==> src/rtl/prio_sel_pkg.sv <==
`timescale 1ns/1ps
package prio_sel_pkg;
  function automatic int idx_width(input int n);
    return (n < 2) ? 1 : $clog2(n);
  endfunction
  function automatic bit is_pow2(input int n);
    return (n >= 2) && ((n & (n - 1)) == 0);
  endfunction
endpackage

==> src/rtl/pms_none_tree.sv <==
`timescale 1ns/1ps
// Builds the "no request in this block" terms level by level.
// Level l holds one term per aligned block of 2**l requests.
// The select of a tree node equals the term of its upper-priority half.
module pms_none_tree #(
  parameter int NUM_REQ = 8,
  localparam int LVLS = prio_sel_pkg::idx_width(NUM_REQ)
) (
  input  logic [NUM_REQ-1:0] req_i,
  output logic [NUM_REQ-2:0] sel_o,   // level l nodes at offset NUM_REQ-(NUM_REQ>>l)
  output logic               any_o
);
  for (genvar l = 0; l <= LVLS; l++) begin : lv
    localparam int CNT = NUM_REQ >> l;
    logic [CNT-1:0] none;
    if (l == 0) begin : g_leaf
      assign none = ~req_i;
    end else begin : g_pair
      for (genvar n = 0; n < CNT; n++) begin : g_n
        assign none[n] = lv[l-1].none[2*n] & lv[l-1].none[2*n+1];
      end
    end
    if (l < LVLS) begin : g_sel
      localparam int OFS = NUM_REQ - CNT;
      for (genvar n = 0; n < CNT/2; n++) begin : g_s
        assign sel_o[OFS+n] = none[2*n];
      end
    end
  end
  assign any_o = ~lv[LVLS].none[0];
endmodule

==> src/rtl/pms_mux_node.sv <==
`timescale 1ns/1ps
// One 2:1 tree node: passes the lower-index side when sel is 0
// and records the choice as index bit BIT.
module pms_mux_node #(
  parameter int DATA_W = 8,
  parameter int IDX_W  = 3,
  parameter int BIT    = 0
) (
  input  logic              sel_i,
  input  logic [DATA_W-1:0] d_lo_i,
  input  logic [DATA_W-1:0] d_hi_i,
  input  logic [IDX_W-1:0]  ix_lo_i,
  input  logic [IDX_W-1:0]  ix_hi_i,
  output logic [DATA_W-1:0] d_o,
  output logic [IDX_W-1:0]  ix_o
);
  logic [IDX_W-1:0] mark;
  always_comb begin
    mark      = '0;
    mark[BIT] = sel_i;
  end
  assign d_o  = sel_i ? d_hi_i : d_lo_i;
  assign ix_o = (sel_i ? ix_hi_i : ix_lo_i) | mark;
endmodule

==> src/rtl/pms_mux_tree.sv <==
`timescale 1ns/1ps
// Balanced multiplexer tree: every word crosses exactly LVLS nodes.
module pms_mux_tree #(
  parameter int NUM_REQ = 8,
  parameter int DATA_W  = 8,
  localparam int LVLS  = prio_sel_pkg::idx_width(NUM_REQ),
  localparam int IDX_W = LVLS
) (
  input  logic [NUM_REQ-2:0]        sel_i,
  input  logic [NUM_REQ*DATA_W-1:0] data_i,
  output logic [DATA_W-1:0]         data_o,
  output logic [IDX_W-1:0]          idx_o
);
  for (genvar l = 0; l < LVLS; l++) begin : lv
    localparam int NODES = NUM_REQ >> (l + 1);
    localparam int OFS   = NUM_REQ - (NUM_REQ >> l);
    logic [NODES*DATA_W-1:0] d;
    logic [NODES*IDX_W-1:0]  ix;
    for (genvar n = 0; n < NODES; n++) begin : g_n
      logic [DATA_W-1:0] lo_d, hi_d;
      logic [IDX_W-1:0]  lo_ix, hi_ix;
      if (l == 0) begin : g_src
        assign lo_d  = data_i[(2*n)*DATA_W +: DATA_W];
        assign hi_d  = data_i[(2*n+1)*DATA_W +: DATA_W];
        assign lo_ix = '0;
        assign hi_ix = '0;
      end else begin : g_chain
        assign lo_d  = lv[l-1].d[(2*n)*DATA_W +: DATA_W];
        assign hi_d  = lv[l-1].d[(2*n+1)*DATA_W +: DATA_W];
        assign lo_ix = lv[l-1].ix[(2*n)*IDX_W +: IDX_W];
        assign hi_ix = lv[l-1].ix[(2*n+1)*IDX_W +: IDX_W];
      end
      pms_mux_node #(.DATA_W(DATA_W), .IDX_W(IDX_W), .BIT(l)) node_i (
        .sel_i   (sel_i[OFS+n]),
        .d_lo_i  (lo_d),
        .d_hi_i  (hi_d),
        .ix_lo_i (lo_ix),
        .ix_hi_i (hi_ix),
        .d_o     (d[n*DATA_W +: DATA_W]),
        .ix_o    (ix[n*IDX_W +: IDX_W])
      );
    end
  end
  assign data_o = lv[LVLS-1].d;
  assign idx_o  = lv[LVLS-1].ix;
endmodule

==> src/rtl/prio_mux_sel.sv <==
`timescale 1ns/1ps
module prio_mux_sel #(
  parameter int NUM_REQ = 8,
  parameter int DATA_W  = 8,
  parameter bit REG_OUT = 1'b1,
  localparam int IDX_W = prio_sel_pkg::idx_width(NUM_REQ)
) (
  input  logic                      clk,
  input  logic                      rst,
  input  logic [NUM_REQ-1:0]        req_i,
  input  logic [NUM_REQ*DATA_W-1:0] data_i,
  output logic                      valid_o,
  output logic [IDX_W-1:0]          grant_idx_o,
  output logic [DATA_W-1:0]         data_o
);
  initial begin
    if (!prio_sel_pkg::is_pow2(NUM_REQ))
      $error("NUM_REQ must be a power of two of at least 2");
  end

  logic [NUM_REQ-2:0] sel;
  logic               any;
  logic [DATA_W-1:0]  win_d;
  logic [IDX_W-1:0]   win_ix;

  pms_none_tree #(.NUM_REQ(NUM_REQ)) terms_i (
    .req_i (req_i),
    .sel_o (sel),
    .any_o (any)
  );

  pms_mux_tree #(.NUM_REQ(NUM_REQ), .DATA_W(DATA_W)) tree_i (
    .sel_i  (sel),
    .data_i (data_i),
    .data_o (win_d),
    .idx_o  (win_ix)
  );

  if (REG_OUT) begin : g_reg
    always_ff @(posedge clk) begin
      if (rst) begin
        valid_o     <= 1'b0;
        grant_idx_o <= '0;
        data_o      <= '0;
      end else begin
        valid_o     <= any;
        grant_idx_o <= win_ix;
        data_o      <= win_d;
      end
    end
  end else begin : g_comb
    assign valid_o     = any;
    assign grant_idx_o = win_ix;
    assign data_o      = win_d;
  end
endmodule

==> config.mk <==
export PLATFORM = sky130hd
export DESIGN_NAME = prio_mux_sel
export DESIGN_NICKNAME = d
export VERILOG_FILES = /design/src/rtl/prio_sel_pkg.sv /design/src/rtl/pms_none_tree.sv /design/src/rtl/pms_mux_node.sv /design/src/rtl/pms_mux_tree.sv /design/src/rtl/prio_mux_sel.sv
export SDC_FILE = /design/constraint.sdc
export NUM_CORES = 1
export LEC_CHECK = 0
export ABC_AREA = 1
export BUFFER_PORTS_ARGS = -buffer_cell sky130_fd_sc_hd__buf_2
export CAP_MARGIN = 20
export CORE_MARGIN = 10
export CORE_UTILIZATION = 41
export DETAILED_ROUTE_END_ITERATION = 16
export GPL_TIMING_DRIVEN = 0
export PLACE_DENSITY_LB_ADDON = 0.25
export SLEW_MARGIN = 20
export SYNTH_ARGS = -nofsm -noshare
export SYNTH_HDL_FRONTEND = slang
export SYNTH_SLANG_ARGS = --single-unit
==> constraint.sdc <==
create_clock -name clk -period 1 [get_ports clk]
set_input_delay 0.2 -clock clk [delete_from_list [all_inputs] [get_ports clk]]
set_output_delay 0.2 -clock clk [all_outputs]
set_load 0.05 [all_outputs]
# Word level (Yosys, flattened, before mapping)
# Index checks and enable logic that the tools add are counted.
# word_totals
memories,0
elab_cells,25
latch_bits,0
in_bits,74
mem_bits_rw,0
rom_bits,0
regBits,12
# op_classes
mux,10
div_mod_pow,0
eq_ne,0
mul,0
shifts,0
n_bitwise,12
add_sub_neg,0
n_reduce_logical,0
magnitude_cmp,0
# op_table
cell,count
8-bit two-way mux,7
8-bit inverter,1
1-bit bitwise AND,7
1-bit by 2-bit OR with 2-bit output,2
3-bit two-way mux,1
3-bit OR,1
1-bit two-way mux,2
1-bit inverter,1

# Longest topological paths before layout
# Gate-level depths: netlist (run 1).
# depth
word_depth,6
ltp_mapped,8
mapped_depth_nobuf,7

# Hierarchy
# A second synthesis (run 1) with hierarchy kept.
# hier_totals
hier_cells,286
area_unflattened_um2,1351.3
# modules_own_cells
module,instances,cells_each,area_per_inst_um2,seq_area_each_um2
pms_mux_node,7,33,133.9,0.0
prio_mux_sel,1,37,341.6,240.2
pms_none_tree,1,17,68.8,0.0
pms_mux_tree,1,1,3.8,0.0

# Worst setup path after synthesis (run 1)
# Ideal clock, no wire load.
# synth_timing
path_type,input-to-reg
start,in req_i[0]
end,reg data_o[0]
stages,8
setup_slack_ns,0.084
required_time_ns,0.888
path_buffers,2
setup_time_ns,0.112
arrival_ns,0.804
cell_sequence,buf_6 -> nor2_8 -> buf_12 -> nand2_4 -> nand2_4 -> inv_4 -> nand2_1 -> nand2_1
# synth_via
elab_chain_cells,4
# synth_lines
item,line_no,rtl
"start, declared",prio_mux_sel.sv:10,"input logic [NUM_REQ-1:0] req_i,"
8-bit inverter *,pms_none_tree.sv:17,assign none = ~req_i;
8-bit two-way mux / 1-bit bitwise AND (equally long branches) (2 in a row),"pms_mux_node.sv:22, pms_none_tree.sv:20",
8-bit two-way mux *,pms_mux_node.sv:22,assign d_o = sel_i ? d_hi_i : d_lo_i;
"end signal, assigned",prio_mux_sel.sv:48,data_o <= win_d;
"end, declared",prio_mux_sel.sv:14,output logic [DATA_W-1:0] data_o
# Mark *: on every way between the ends. The rest lies on a longest branch, timed or not.
# A chain may end at the register's enable or synchronous reset.

# Worst setup path after layout (run 1)
# layout_timing
start,reg data_o[5]
end,out data_o[5]
# No word-level cell between the ends.

==> out/qor.yml, run 1 <==
run_status:
  status: "complete, no violations"
grt:
  grt_pass1_wl_um: 5940
  grt_use_total_pct: 13.36
  grt_pass1_vias: 1348
  antenna_found_initial: 0
  grt.overflow.total: 0
  grt_max_degree: 11
sta:
  min_period_over_period_pct: 96.39
  finalWorstSetupSlack_ns: 0.03613
  fmax_ghz: 1.037
  setup_tns_ns: 0
  worstMarginPinSlew_ns: 0.2106
  drv_slew: 0
  hold_viol: 0
  period_needed_ns: 0.9639
  slew_headroom_pct: 85.81
  setup-violations-final: 0
floorplanning:
  start_util_pct: 42.70
  core_area_um2: 2758
  io_pins: 86
  core.rowCount: 19
  die_height_um: 73.59
  die_area_um2: 5415
  chipWidth_um: 73.59
logic_synthesis:
  synth_seq_cells: 12
  ys_seq_area_share_pct: 20.40
  syn_inst: 224
  synthesis.area_um2: 1177
  syn_nets: 298
  synth_area_leader_cell: "nand2_1"
  yosys.cell_types.count: 22
  synth_area_leaders: "nand2_1 (44%), dfxtp_1 (20%), inv_1 (11%)"
  yosysWarnings: 0
  synth_top_area_share_pct: 43.68
  avgSynthCellArea_um2: 5.256
worst_setup_path:
  critPathMaxStageDelay_ns: 0.31
  end_kind: "primary output"
  arrival_ns: 0.76
  worst-path-max-fanout: 1
  worst-path-buf-inv: 1
  start_kind: "flip-flop"
  crit_slowest_cell: "dfxtp_1"
  worstPathCellList: "buf_4"
  cp_top_family: "flip-flops"
  setup.worst_path.class: "flip-flop to primary output"
  critPathLaunch: "data_o[5]"
  crit_required_ns: 0.80
cells_and_area:
  layout_commonest_cell: "nand2_1"
  num_antenna_cells: 0
  multi_input_area_um2: 723.2
  final_cell_mix: "nand2_1 (137), buf_2 (70), inv_1 (33)"
  fill_cells: 322
  syn_to_final_growth_pct: 46.65
  drive_above_1_share_pct: 35.60
  final_util_pct: 62.61
  design_area_um2: 1727
  regArea_um2: 245.2
  finish.net_count: 384
detailed_routing:
  routed_wl_um: 3717
  via_per_inst: 4.471
  vias: 1520
  firstDrtPassIters: 4
  drc: 0
  drtIter0Drc: 38
  routedWlPerCell_um: 10.93
  ant_nets: 0
hold_path:
  hold_depth: 2
  hp-start: "rst"
  min_to: "grant_idx_o[1]"
  hold_path_class: "input pin to flip-flop"
job:
  maxCapViolations: 0
clock_network:
  cts_made_buffers: 3
  clk_transition_reported_paths_ns: 0.08
  root_buffer: "clkbuf_4"
  cts_hold_buf: 0
  cts_tree: "built"
  cts_max_level: 1
  cts_sinks: 12
  clockBufferDepth: 2
placement:
  preCtsSetupSlack_ns: 0.005705
  placed_area_um2: 1622
  port_buffers: 81
  dpl.hpwl_um: 3266
  gp_congestion: 0.8061
power_and_ir_drop:
  power_per_cell_area_nw_per_um2: 914.4
  leakage_uw: 0.001171
  ir_drop_uv: 800.5
-- synthesized netlist by cell type --
master and number:
nand2_1 137, inv_1 33, nand3_1 16, dfxtp_1 12
inv_2 4, inv_4 3, buf_4 2, nand2_4 2
nor2_8 2, a211oi_2 1, a21oi_1 1, buf_12 1
buf_2 1, buf_6 1, clkinv_2 1, nand2_2 1
nand3_2 1, nor2_4 1, nor3_1 1, o21ai_0 1
o21ai_1 1, o22ai_1 1
-- worst max path at each step --
stage / to / slack [ns] / depth (start not counted)
final: data_o[5] / 0.04 / 1
after global routing: data_o[7] / -0.008 / 1
after CTS: grant_idx_o[0] / 0.005 / 1
after detailed placement: data_o[2] / 0.006 / 8
after global placement: grant_idx_o[0] / -0.003 / 4
after floorplan: data_o[0] / 0.08 / 8
-- what timing repair did --
action                     CTS  global route
resized for setup           13            12
setup endpoints to repair   12             9
setup buffers                0             0
pin swaps                    0             0
-- area by class of cell --
class	count	share of cell area, %
Multi-Input combinational cell	166	41.88
Timing Repair Buffer	81	27.17
Sequential cell	12	14.20
Inverter	41	9.420
Buffer	5	2.971
Tap cell	31	2.246
Clock buffer	4	2.101
-- power breakdown --
group / internal [µW] / switching (µW) / leakage [µW]
Sequential: 514 / 12.5 / 0.000100
Combinational: 277 / 391 / 0.00105
Clock: 221 / 163 / 0.0000210
-- sequential cells by signal, summed over array words and instances, names as in the netlist --
| signal | flops |
|---|---|
| valid_o | 1 |
| grant_idx_o | 3 |
| data_o | 8 |
-- per-layer routing --
metal	wire, µm	vias to the layer above	track usage, %
met4	8	0	1.863
met1	1402	641	14.27
met2	1900	53	22.92
met3	407	2	7.402
met5	0	-	0
li1	-	824	-
-- logic make-up (layout without fill, tap and decap cells) --
logic type	after synthesis	after routing	share of synthesized area, %
buffers and inverters	46	131	18.17
AO/OA/AOI/OAI	5	5	2.868
AND/OR/NAND/NOR	161	161	58.55
flip-flops	12	12	20.40
-- through the flow --
stage / hold slack, ns / instances / total power (µW)
after floorplan: 0.2730 / 224 / 940.4
after global placement: 0.4035 / 336 / 1159
after detailed placement: 0.4092 / 336 / 1166
after CTS: 0.1164 / 340 / 1573
after global routing: 0.09992 / 340 / 1695
final: 0.1095 / 340 / 1579
No activity file was read; power rests on OpenSTA's default activity.
==> inputs of run 2 (changes only) <==
- CORE_MARGIN: 10 -> 2
==> run 2 against run 1 <==
Count of clock-buffer cells in the layout stayed put. Final cell count stayed put. Largest power group unchanged. Non-clock buffer count stayed put. Via count is 0.39% higher. Wire length is 16% lower. Combinational power hardly changed. Maximum frequency is 0.99% lower. Worst hold slack better by 0.011 ns.
==> out/qor.yml, run 2 (synthesis gave the netlist of run 1 again) <==
sta:
  timing.hold.ws_ns: 0.1205
  setup_tns_ns: 0
  drv_slew: 0
  slew_headroom_pct: 86.91
  worstMarginPinSlew_ns: 0.1958
  hold_viol: 0
  setup-violations-final: 0
  fmax_ghz: 1.027
  period_needed_ns: 0.9735
  min_period_over_period_pct: 97.35
clock_network:
  cts_sinks: 12
  cts_tree: "built"
  cts_max_level: 1
  root_buffer: "clkbuf_4"
  cts_made_buffers: 3
  cts-resized-gates: 13
  post_cts_buffers: 0
  clockBufferDepth: 2
  clk_transition_reported_paths_ns: 0.08
  cts_hold_buf: 0
cells_and_area:
  layoutNonFillerInstCount: 340
  finish.net_count: 384
  syn_to_final_growth_pct: 46.55
  fill_cells: 289
  largest_reg_flops: 8
  final_cell_mix: "nand2_1 (137), buf_2 (70), inv_1 (33)"
  drive_above_1_share_pct: 35.28
  top_regs: "data_o: 8 flops, grant_idx_o: 3 flops, valid_o: 1 flops"
  largest_register: "data_o"
  final_util_pct: 63.11
  num_antenna_cells: 0
  layout_commonest_cell: "nand2_1"
worst_setup_path:
  crit_required_ns: 0.80
  arrival_ns: 0.77
  start_kind: "flip-flop"
  setup.worst_path.class: "flip-flop to primary output"
  worstPathCellList: "buf_4"
  critPathMaxStageDelay_ns: 0.31
  crit_slowest_cell: "dfxtp_1"
  worst-path-buf-inv: 1
  cp_top_family: "flip-flops"
  end_kind: "primary output"
  worst-path-max-fanout: 1
detailed_routing:
  routed_wl_um: 3138
  ant_nets: 0
  drc: 0
  firstDrtPassIters: 4
  vias: 1526
  via_per_inst: 4.488
  routedWlPerCell_um: 9.229
  drtIter0Drc: 37
placement:
  dp.cells: 336
  dpl.hpwl_um: 2576
  port_buffers: 81
  gp_congestion: 0.7908
grt:
  grt.overflow.total: 0
  grt_pass1_wl_um: 5430
  antenna_found_initial: 0
  grt_max_degree: 11
  grt_use_total_pct: 20.23
  grt_pass1_vias: 1384
power_and_ir_drop:
  ir_drop_uv: 779.0
  leakage_uw: 0.001171
  power_per_cell_area_nw_per_um2: 919.5
  fin_total_pwr_uw: 1586
floorplanning:
  start_util_pct: 43.07
  die_height_um: 57.59
  core.rowCount: 19
  chipWidth_um: 57.59
  core_area_um2: 2734
  io_pins: 86
  die_area_um2: 3316
hold_path:
  hold_path_class: "input pin to flip-flop"
job:
  maxCapViolations: 0
run_status:
  status: "complete, no violations"
[run 2: routing by layer]
| layer | track usage (%) | wire length [µm] | share of wire (%) |
|---|---|---|---|
| met1 | 25.14 | 1368 | 44 |
| met2 | 34.58 | 1525 | 49 |
| met3 | 6.349 | 236 | 7.5 |
| met4 | 3.654 | 8 | 0.25 |
| met5 | 0 | 0 | 0 |
[run 2: path summary, 6_finish.rpt]
check,startpoint,end,slack [ns],cells past startpoint
min,rst,grant_idx_o[1],0.12,2
max,data_o[3],data_o[3],0.03,1
[run 2: cell type report]
class / instances / area, µm² / share of cell area (%)
Buffer: 5 / 51.30 / 2.973
Clock buffer: 4 / 36.28 / 2.103
Inverter: 41 / 162.7 / 9.427
Multi-Input combinational cell: 166 / 723.2 / 41.91
Sequential cell: 12 / 244.0 / 14.14
Tap cell: 31 / 38.79 / 2.248
Timing Repair Buffer: 81 / 469.2 / 27.19
[run 2: where the power goes]
| group | internal [µW] | switching [µW] |
|---|---|---|
| combinational | 277 | 391 |
| sequential | 514 | 13.7 |
| clock | 221 | 170 |
[run 2: metrics by stage]
stage	instance area (µm²)	setup WS (ns)
2_1_floorplan	1177	0.08397
3_3_place_gp	1622	0.004627
3_5_place_dp	1622	0.0003665
4_1_cts	1692	0.002666
5_1_grt	1725	-0.0005380
6_report	1725	0.02655
